[config.mk]
export PLATFORM = sky130hd
export DESIGN_NAME = i2c_stream_target
export DESIGN_NICKNAME = d
export VERILOG_FILES = /design/src/rtl/i2c_stream_pkg.sv /design/src/rtl/i2c_line_filter.sv /design/src/rtl/i2c_tx_fifo.sv /design/src/rtl/i2c_poll_watchdog.sv /design/src/rtl/i2c_stream_target.sv
export SDC_FILE = /design/constraint.sdc
export NUM_CORES = 1
export LEC_CHECK = 0
export BUFFER_PORTS_ARGS = -buffer_cell sky130_fd_sc_hd__buf_2
export CORE_MARGIN = 2
export CORE_UTILIZATION = 64
export CTS_CLUSTER_DIAMETER = 40
export CTS_CLUSTER_SIZE = 14
export DETAILED_ROUTE_END_ITERATION = 10
export GPL_TIMING_DRIVEN = 0
export PLACE_DENSITY = 0.83
export REMOVE_ABC_BUFFERS = 1
export SYNTH_ARGS = -nofsm -noshare
export SYNTH_HDL_FRONTEND = slang
export SYNTH_SLANG_ARGS = --single-unit
[constraint.sdc]
create_clock -name clk -period 6 [get_ports clk]
set_input_delay 0.9 -clock clk [delete_from_list [all_inputs] [get_ports clk]]
set_output_delay 0.9 -clock clk [all_outputs]
set_load 0.02 [all_outputs]
[src/rtl/i2c_stream_pkg.sv]
package i2c_stream_pkg;
  typedef enum logic [2:0] {
    ST_IDLE, ST_ADDR, ST_ACK_A, ST_TX, ST_TX_ACK, ST_RX, ST_ACK_W, ST_WAIT
  } bus_state_e;
  localparam logic [7:0] FILL_BYTE  = 8'hFF;
  localparam logic [6:0] RESET_ADDR = 7'h42;
endpackage

[src/rtl/i2c_line_filter.sv]
module i2c_line_filter #(
  parameter int LINES = 2,
  parameter int FILT  = 3
) (
  input  logic             clk,
  input  logic             rst_n,
  input  logic [LINES-1:0] raw,
  output logic [LINES-1:0] clean
);
  for (genvar g = 0; g < LINES; g++) begin : g_line
    logic [1:0]      sync_q;
    logic [FILT-1:0] hist_q;
    logic            out_q, out_n;

    always_comb begin
      out_n = out_q;
      if (&hist_q)       out_n = 1'b1;
      else if (~|hist_q) out_n = 1'b0;
    end

    always_ff @(posedge clk or negedge rst_n) begin
      if (!rst_n) begin
        sync_q <= '1;
        hist_q <= '1;
        out_q  <= 1'b1;
      end else begin
        sync_q <= {sync_q[0], raw[g]};
        hist_q <= {hist_q[FILT-2:0], sync_q[1]};
        out_q  <= out_n;
      end
    end
    assign clean[g] = out_q;
  end
endmodule

[src/rtl/i2c_tx_fifo.sv]
module i2c_tx_fifo #(
  parameter int W     = 8,
  parameter int DEPTH = 8
) (
  input  logic         clk,
  input  logic         rst_n,
  input  logic         wr_en,
  input  logic [W-1:0] wr_data,
  input  logic         rd_en,
  output logic [W-1:0] rd_data,
  output logic         full,
  output logic         empty
);
  localparam int AW = $clog2(DEPTH);
  logic [AW:0]  wp_q, rp_q;
  logic [W-1:0] mem_q [DEPTH];

  assign empty   = (wp_q == rp_q);
  assign full    = (wp_q[AW] != rp_q[AW]) && (wp_q[AW-1:0] == rp_q[AW-1:0]);
  assign rd_data = mem_q[rp_q[AW-1:0]];

  always_ff @(posedge clk or negedge rst_n) begin
    if (!rst_n) begin
      wp_q <= '0;
      rp_q <= '0;
    end else begin
      if (wr_en) wp_q <= wp_q + 1'b1;
      if (rd_en) rp_q <= rp_q + 1'b1;
    end
  end

  always_ff @(posedge clk) begin
    if (wr_en) mem_q[wp_q[AW-1:0]] <= wr_data;
  end


  no_overflow_chk: assert property (@(posedge clk) disable iff (!rst_n) wr_en |-> !full);

  no_underflow_chk: assert property (@(posedge clk) disable iff (!rst_n) rd_en |-> !empty);
endmodule

[src/rtl/i2c_poll_watchdog.sv]
module i2c_poll_watchdog #(
  parameter int TIMEOUT = 300_000_000
) (
  input  logic clk,
  input  logic rst_n,
  input  logic kick,
  output logic stalled
);
  localparam int CW = $clog2(TIMEOUT + 1);
  localparam logic [CW-1:0] LAST = CW'(TIMEOUT - 1);
  logic [CW-1:0] cnt_q, cnt_n;
  logic          stl_q, stl_n;

  always_comb begin
    cnt_n = cnt_q;
    stl_n = stl_q;
    if (kick) begin
      cnt_n = '0;
      stl_n = 1'b0;
    end else if (!stl_q) begin
      if (cnt_q == LAST) stl_n = 1'b1;
      else               cnt_n = cnt_q + 1'b1;
    end
  end

  always_ff @(posedge clk or negedge rst_n) begin
    if (!rst_n) begin
      cnt_q <= '0;
      stl_q <= 1'b0;
    end else begin
      cnt_q <= cnt_n;
      stl_q <= stl_n;
    end
  end
  assign stalled = stl_q;


  stall_clear_chk: assert property (@(posedge clk) disable iff (!rst_n) $fell(stl_q) |-> $past(kick));

  stall_set_chk: assert property (@(posedge clk) disable iff (!rst_n) $rose(stl_q) |-> !$past(kick));
endmodule

[src/rtl/i2c_stream_target.sv]
module i2c_stream_target
  import i2c_stream_pkg::*;
#(
  parameter int CLK_HZ = 200_000_000,
  parameter int DEPTH  = 8,
  parameter int FILT   = 3
) (
  input  logic       clk,
  input  logic       rst_n,
  input  logic       scl_in,
  input  logic       sda_in,
  output logic       sda_pull,
  input  logic       cfg_addr_we,
  input  logic [6:0] cfg_addr,
  input  logic       prod_valid,
  input  logic [7:0] prod_data,
  output logic       prod_ready,
  output logic       rx_valid,
  output logic [7:0] rx_data,
  output logic       poll_stalled
);
  localparam int TIMEOUT = (CLK_HZ / 2) * 3;

  logic [1:0] clean;
  logic       scl_f, sda_f, scl_d, sda_d;
  logic       scl_rise, scl_fall, bus_start, bus_stop;

  i2c_line_filter #(.LINES(2), .FILT(FILT)) u_filt (
    .clk(clk), .rst_n(rst_n), .raw({scl_in, sda_in}), .clean(clean));
  assign scl_f = clean[1];
  assign sda_f = clean[0];

  assign scl_rise  = scl_f & ~scl_d;
  assign scl_fall  = ~scl_f & scl_d;
  assign bus_start = scl_f & scl_d & sda_d & ~sda_f;
  assign bus_stop  = scl_f & scl_d & ~sda_d & sda_f;

  logic       fifo_wr, fifo_rd, fifo_full, fifo_empty;
  logic [7:0] fifo_q, tx_byte;
  logic       kick;

  assign prod_ready = ~fifo_full & ~poll_stalled;
  assign fifo_wr    = prod_valid & prod_ready;
  assign tx_byte    = fifo_empty ? FILL_BYTE : fifo_q;

  i2c_tx_fifo #(.W(8), .DEPTH(DEPTH)) u_fifo (
    .clk(clk), .rst_n(rst_n), .wr_en(fifo_wr), .wr_data(prod_data),
    .rd_en(fifo_rd), .rd_data(fifo_q), .full(fifo_full), .empty(fifo_empty));

  i2c_poll_watchdog #(.TIMEOUT(TIMEOUT)) u_wd (
    .clk(clk), .rst_n(rst_n), .kick(kick), .stalled(poll_stalled));

  bus_state_e st_q, st_n;
  logic [3:0] cnt_q, cnt_n;
  logic [7:0] sh_q, sh_n, rxd_n;
  logic       oe_q, oe_n, rw_q, rw_n, mack_q, mack_n, rxv_n;
  logic [6:0] addr_q;

  always_comb begin
    st_n    = st_q;
    cnt_n   = cnt_q;
    sh_n    = sh_q;
    oe_n    = oe_q;
    rw_n    = rw_q;
    mack_n  = mack_q;
    rxv_n   = 1'b0;
    rxd_n   = rx_data;
    fifo_rd = 1'b0;
    kick    = 1'b0;
    if (bus_start) begin
      st_n  = ST_ADDR;
      cnt_n = '0;
      oe_n  = 1'b0;
    end else if (bus_stop) begin
      st_n = ST_IDLE;
      oe_n = 1'b0;
    end else begin
      unique case (st_q)
        ST_ADDR: begin
          if (scl_rise) begin
            sh_n  = {sh_q[6:0], sda_f};
            cnt_n = cnt_q + 1'b1;
          end else if (scl_fall && cnt_q == 4'd8) begin
            if (sh_q[7:1] == addr_q) begin
              st_n = ST_ACK_A;
              oe_n = 1'b1;
              rw_n = sh_q[0];
              kick = sh_q[0];
            end else begin
              st_n = ST_WAIT;
            end
          end
        end
        ST_ACK_A, ST_TX_ACK: begin
          if (scl_rise && st_q == ST_TX_ACK) begin
            mack_n = ~sda_f;
          end else if (scl_fall) begin
            cnt_n = '0;
            if (st_q == ST_ACK_A && !rw_q) begin
              oe_n = 1'b0;
              st_n = ST_RX;
            end else if (st_q == ST_ACK_A || mack_q) begin
              fifo_rd = ~fifo_empty;
              sh_n    = tx_byte;
              oe_n    = ~tx_byte[7];
              st_n    = ST_TX;
            end else begin
              oe_n = 1'b0;
              st_n = ST_WAIT;
            end
          end
        end
        ST_TX: begin
          if (scl_fall) begin
            if (cnt_q == 4'd7) begin
              oe_n = 1'b0;
              st_n = ST_TX_ACK;
            end else begin
              sh_n  = {sh_q[6:0], 1'b0};
              oe_n  = ~sh_q[6];
              cnt_n = cnt_q + 1'b1;
            end
          end
        end
        ST_RX: begin
          if (scl_rise) begin
            sh_n  = {sh_q[6:0], sda_f};
            cnt_n = cnt_q + 1'b1;
          end else if (scl_fall && cnt_q == 4'd8) begin
            rxv_n = 1'b1;
            rxd_n = sh_q;
            oe_n  = 1'b1;
            st_n  = ST_ACK_W;
          end
        end
        ST_ACK_W: begin
          if (scl_fall) begin
            oe_n  = 1'b0;
            cnt_n = '0;
            st_n  = ST_RX;
          end
        end
        default: ;
      endcase
    end
  end

  always_ff @(posedge clk or negedge rst_n) begin
    if (!rst_n) begin
      st_q     <= ST_IDLE;
      cnt_q    <= '0;
      sh_q     <= '0;
      oe_q     <= 1'b0;
      rw_q     <= 1'b0;
      mack_q   <= 1'b0;
      rx_valid <= 1'b0;
      rx_data  <= '0;
      scl_d    <= 1'b1;
      sda_d    <= 1'b1;
      addr_q   <= RESET_ADDR;
    end else begin
      st_q     <= st_n;
      cnt_q    <= cnt_n;
      sh_q     <= sh_n;
      oe_q     <= oe_n;
      rw_q     <= rw_n;
      mack_q   <= mack_n;
      rx_valid <= rxv_n;
      rx_data  <= rxd_n;
      scl_d    <= scl_f;
      sda_d    <= sda_f;
      if (cfg_addr_we) addr_q <= cfg_addr;
    end
  end
  assign sda_pull = oe_q;


  sda_pull_when_low_chk: assert property (@(posedge clk) disable iff (!rst_n) $rose(sda_pull) |-> !scl_f);

  rx_pulse_single_chk: assert property (@(posedge clk) disable iff (!rst_n) rx_valid |=> !rx_valid);

  no_pop_when_idle_chk: assert property (@(posedge clk) disable iff (!rst_n)
    (st_q == ST_WAIT || st_q == ST_IDLE) |-> !fifo_rd);
endmodule

After elaboration in Yosys (flattened, before gate mapping)
Memory sizes are Yosys's and may differ from the RTL's.
Cells that the tools add are included.
Storage, ports and cells
  output and inout port bits: 12
  bits in writable memories: 64
  bits in registers: 86
  logic and storage cells: 186
  input port bits: 21
  memories: 1
Operators by class
  reduce and logical (&&, ||, !) cells: 23
  bitwise logic cells: 21
  muxes and demuxes: 77
  add/subtract/negate cells: 4
  equality and inequality tests: 39
Memory list
  u_fifo.mem_q: depth 8, bits a word 8, read ports 1, clocked after Yosys merged registers in 0, wr ports 1, RTL line i2c_tx_fifo.sv:16  | logic [W-1:0] mem_q [DEPTH];
Operators by type and width (number)
  $mux W29: 3
  $mux W8: 8
  $mux W3: 14
  $mux W1: 41
  $ne A4 B4 Y1 const B: 10
  $reduce_and A10 Y1: 3
  $add A29 B1 Y29 const B: 1
  $eq A29 B29 Y1 const B: 1
  $mux W4: 7
  $pmux W8 S3: 1
  $ne A2 B2 Y1 const B: 9
  $pmux W4 S4: 1
  $pmux W3 S5: 1
  $add A4 B1 Y4 const B: 3
  $not A1 Y1: 12
  $reduce_and A6 Y1: 2
  $and A1 B1 Y1: 9
  $eq A3 B3 Y1 const B: 3
  $ne A3 B3 Y1 const B: 3
  $eq A7 B7 Y1: 1
  $reduce_bool A7 Y1: 1
  $eq A3 B2 Y1 const B: 2
  $ne A2 B1 Y1 const B: 3
  $reduce_and A3 Y1: 2
  other kinds (18): 23

Logic depth before layout (Yosys ltp)
  depth in word-level cells: 10
  mapped depth: 8
  depth with buffers taken out: 6

By module
Synthesis repeated with hierarchy kept, for this count alone.
Unflattened totals
  cell total of the unflattened synthesis: 520
  area total of the unflattened synthesis: 6941.7 um^2
Modules (own cells, without submodules)
  i2c_tx_fifo: cells each 136, instances 1, area each 2915.3 um^2, seq. area each 2122.0 um^2
  i2c_stream_target: cells each 187, instances 1, area each 1983.2 um^2, seq. area each 905.9 um^2
  i2c_poll_watchdog: cells each 175, instances 1, area each 1675.4 um^2, seq. area each 750.7 um^2
  i2c_line_filter: cells each 22, instances 1, area each 367.9 um^2, seq. area each 315.3 um^2

Worst setup path after synthesis
No wires, ideal clock.
  path kind: register to register
  start: register u_fifo.rp_q[1]
  end: memory u_fifo.mem_q[4][0], enable pin
  library setup time: 0.398 ns
  data required time: 5.602 ns
  slack: 3.109 ns
  arrival: 2.493 ns
  clock period less this slack: 2.891 ns
  path buffers: 1
  stages on the path, launching flop included: 6
  cell sequence: dfrtp_1 buf_6 xnor2_1 a41oi_1 nand2_1 nor4b_1
On the way
  longest elaborated chain between the ends: 7
RTL lines
  start, declared: RTL line i2c_tx_fifo.sv:15  | logic [AW:0] wp_q, rp_q;
  start signal, assigned: RTL line i2c_tx_fifo.sv:28  | if (rd_en) rp_q <= rp_q + 1'b1;
  $eq A3 B3 Y1: RTL line i2c_tx_fifo.sv:19  | assign full = (wp_q[AW] != rp_q[AW]) && (wp_q[AW-1:0] == rp_q[AW-1:0]);
  $logic_and A1 B1 Y1: RTL line i2c_tx_fifo.sv:19
  $not A1 Y1: RTL line i2c_stream_target.sv:42  | assign prod_ready = ~fifo_full & ~poll_stalled;
  $and A1 B1 Y1: RTL line i2c_stream_target.sv:42
  net prod_ready: RTL line i2c_stream_target.sv:17  | output logic prod_ready,
  $and A1 B1 Y1: RTL line i2c_stream_target.sv:43  | assign fifo_wr = prod_valid & prod_ready;
  $mux W1: RTL line i2c_tx_fifo.sv:33  | if (wr_en) mem_q[wp_q[AW-1:0]] <= wr_data;
  $mux W1 (not written as such): RTL line i2c_tx_fifo.sv:33
  end, declared: RTL line i2c_tx_fifo.sv:16
The timed path passes the listed nets, and every way through them passes these cells.

Worst setup path after layout
  start: register u_fifo.rp_q[1]
  end: memory u_fifo.mem_q[1][3], enable pin
On the way
  longest elaborated chain between the ends: 7
RTL lines (RTL line)
  $eq A3 B3 Y1: i2c_tx_fifo.sv:19
  $logic_and A1 B1 Y1: i2c_tx_fifo.sv:19
  $not A1 Y1: i2c_stream_target.sv:42
  $and A1 B1 Y1: i2c_stream_target.sv:42
  $and A1 B1 Y1: i2c_stream_target.sv:43
  $mux W1: i2c_tx_fifo.sv:33
  $mux W1 (not written as such): i2c_tx_fifo.sv:33
No other way between the ends.

==> impl_metrics.tcl <==
set metrics [dict create \
    cts_root_buf "clkbuf_8" \
    setup_viol 0 \
    insertion_delay_ns 0.54 \
    multi_input_area_um2 2440 \
    finalClockSkew_ns 0.00686 \
    ir_drop_uv 281 \
    syn_inst 507 \
    coreArea_um2 10200 \
    rrSetupSlack_ns 2.49 \
    synth-adder-area-share 0.00937 \
    r2r_cells 5 \
    ant_nets 0 \
    ys_seq_elements 150 \
    std_cell_rows 37 \
    p_leak_uw 0.00302 \
    drive_gt1_frac 0.236 \
    path_delay_family "simple AND/OR/NAND/NOR gates" \
    globalplace.congestion 0.862 \
    cts_tree "done" \
    initial_core_util 0.652 \
    post-route-util 0.736 \
    cts_buffer_depth 2 \
    fin_ws_ns 2.49 \
    drtIter0Drc 292 \
    netlist_area_um2 6670 \
    viasPerCell 6.07 \
    cp.required_ns 6.15 \
    cts_sinks 150 \
    crit_arrival_ns 3.66 \
    dieArea_um2 11300 \
    clk_pin_slew_ns 0.06 \
    grt_use_total 0.252 \
    path_class "reg -> reg" \
    post_cts_resized 0 \
    path_buf_inv 0 \
    slowest_stage "dfrtp_1" \
    crit_fanout 22 \
    drv_cap 0 \
    overflow 0 \
    wl_mm 12.9 \
    synth_ff_type "dfrtp_1" \
    grt_pass1_vias 4249 \
    synth_most_common_cell "dfrtp_1" \
    nFillCells 643 \
    syn_to_final_growth_pct 12.9 \
    preCtsSetupSlack_ns 2.41 \
    synth_top_area_frac 0.288 \
    drc 0 \
    syn_avg_cell_area_um2 13.2 \
    diodes 0 \
    yosys_warnings 0 \
    synth_edf_count 64 \
    grt_pass1_wl_mm 21.5 \
    seq_area_um2 4090 \
    ys_types 57 \
    slowest_delay_ns 1.11 \
    hp-class "in -> async" \
    layout.nets 564 \
    numPortBuffers 32 \
    rsz0062_at_grt "false" \
    synth_compound_area_frac 0.0652 \
    worst_setup_path_end_kind "register" \
    wire_per_inst_um 18.8 \
    yosys-top-cells-count "70 x dfrtp_1, 64 x edfxtp_1, 50 x nor2_1" \
    path_cells "xnor2_1 > a41oi_1 > and2_1 > nand2_1 > nor3_1" \
    ios 33 \
    power_density_nw_per_um2 357 \
    cts_made_buffers 17 \
    period_needed_ns 3.51 \
    hold_viol 0 \
    cts_hold_buffers 0 \
    synthMuxAreaShare 0.0981 \
    synthSimpleGateAreaFrac 0.134 \
    startpoint_type "register" \
    period_share 0.585 \
    place_hpwl_mm 7.78 \
    cts_setup_buffers 0 \
    tns_ns 0 \
    timing.rr.end "u_fifo.mem_q[1][3]$_DFFE_PP_" \
    die_y_um 106 \
    synth_area_leaders "edfxtp_1 29%, dfrtp_1 26%, dfstp_2 6.3%" \
    tightest_slew_ns 1.30 \
    drt_first_pass_iters 4 \
    seq_area_frac_synth 0.613 \
    relSlewSlack 0.127 \
    report.final.slew_viol_count 0 \
    fmax_mhz 285 \
    grt_max_degree 72 \
    cts_max_level 4 \
    r2r-start "u_fifo.rp_q[1]$_DFFE_PN0P_" \
    outcome "complete, no violations" \
    async_reset_ff_frac 0.573 \
    vias 4168 \
    die_w_um 106 \
    synth_top_family_by_area "simple AND/OR/NAND/NOR gates" \
    yosysTopAreaCell "edfxtp_1" \
    synth-xor-area-share 0.0564 \
    grt_antenna_before_repair 0 \
]
-- worst max-delay path by stage --
stage	startpoint	end	slack, ns	cells after the start
finish	u_fifo.rp_q[1]$_DFFE_PN0P_	u_fifo.mem_q[1][3]$_DFFE_PP_	2.49	5
global route	u_fifo.rp_q[1]$_DFFE_PN0P_	u_fifo.mem_q[1][3]$_DFFE_PP_	2.11	5
CTS	u_fifo.rp_q[1]$_DFFE_PN0P_	u_fifo.mem_q[1][3]$_DFFE_PP_	2.39	5
detailed placement	u_fifo.rp_q[1]$_DFFE_PN0P_	u_fifo.mem_q[1][3]$_DFFE_PP_	2.41	5
global placement	u_fifo.rp_q[1]$_DFFE_PN0P_	u_fifo.mem_q[4][3]$_DFFE_PP_	2.09	4
floorplan	u_fifo.rp_q[1]$_DFFE_PN0P_	u_fifo.mem_q[4][0]$_DFFE_PP_	2.72	4
-- worst register-to-register path, cell delays in order (launching register included) --
cell	delay, ns
dfrtp_1	1.11
xnor2_1	0.25
a41oi_1	0.36
and2_1	0.25
nand2_1	0.13
nor3_1	1.01
-- per-layer routing --
metal	vias up	global-route usage	share of wire
li1	1931	-	-
met1	2100	0.342	0.44
met2	117	0.390	0.49
met3	20	0.0779	0.051
met4	0	0.0855	0.017
met5	-	0	0
-- placed cells by master, fill, tap and decap left out, types with 11 or more instances in the layout --
| cell type | synthesis | final |
|---|---|---|
| nand3_1 | 15 | 15 |
| mux4_2 | 14 | 14 |
| buf_2 | 10 | 31 |
| dfstp_2 | 16 | 16 |
| nand2_1 | 22 | 22 |
| clkbuf_16 | 0 | 16 |
| nand4_1 | 14 | 14 |
| dfrtp_1 | 70 | 70 |
| xor2_1 | 29 | 29 |
| a21oi_1 | 11 | 11 |
| o21ai_0 | 18 | 18 |
| inv_1 | 13 | 13 |
| xnor2_1 | 14 | 14 |
| nor2_1 | 50 | 50 |
| mux2_2 | 23 | 23 |
| edfxtp_1 | 64 | 64 |
-- cell families after synthesis --
kind of cell             Yosys count
AND/OR/NAND/NOR                  162
flip-flops                       150
AO/OA/AOI/OAI                     66
multiplexers                      45
XOR/XNOR                          43
buffers and inverters             36
adder cells (fa/ha/maj)            5
-- final cells by class --
cell class	count	area share
clock buffers	17	0.0550
clock inverters	15	0.0208
inverters	13	0.00648
multi-input cells	321	0.324
flip-flops and latches	150	0.544
well taps	136	0.0226
repair buffers	35	0.0272
-- stage by stage --
| stage | total power [µW] | area [µm²] | std cells | hold WS [ns] |
|---|---|---|---|---|
| after floorplan | 1550 | 6560 | 484 | 0.345 |
| after global placement | 1640 | 6890 | 652 | 0.346 |
| after detailed placement | 1680 | 6960 | 655 | 0.347 |
| after CTS | 2700 | 7530 | 687 | 0.201 |
| after global routing | 2800 | 7530 | 687 | 0.202 |
| final | 2690 | 7530 | 687 | 0.217 |
-- sequential cells by signal, summed over array words and instances (netlist names) --
signal and count:
u_filt.g_line.out_q 2, u_wd.stalled 1, sda_d 1, rx_data 8, addr_q 7, u_wd.cnt_q 29, u_fifo.rp_q 4, rw_q 1
u_filt.g_line.hist_q 6, cnt_q 4, sda_pull 1, u_filt.g_line.sync_q 4, mack_q 1, scl_d 1, u_fifo.mem_q 64, rx_valid 1
st_q 3, sh_q 8, u_fifo.wp_q 4
-- power breakdown --
| group | internal (µW) | switching, µW |
|---|---|---|
| Combinational | 149 | 206 |
| Sequential | 1210 | 114 |
| Clock | 592 | 419 |
| Total | 1950 | 738 |
Power figures use the tool's default switching activity.
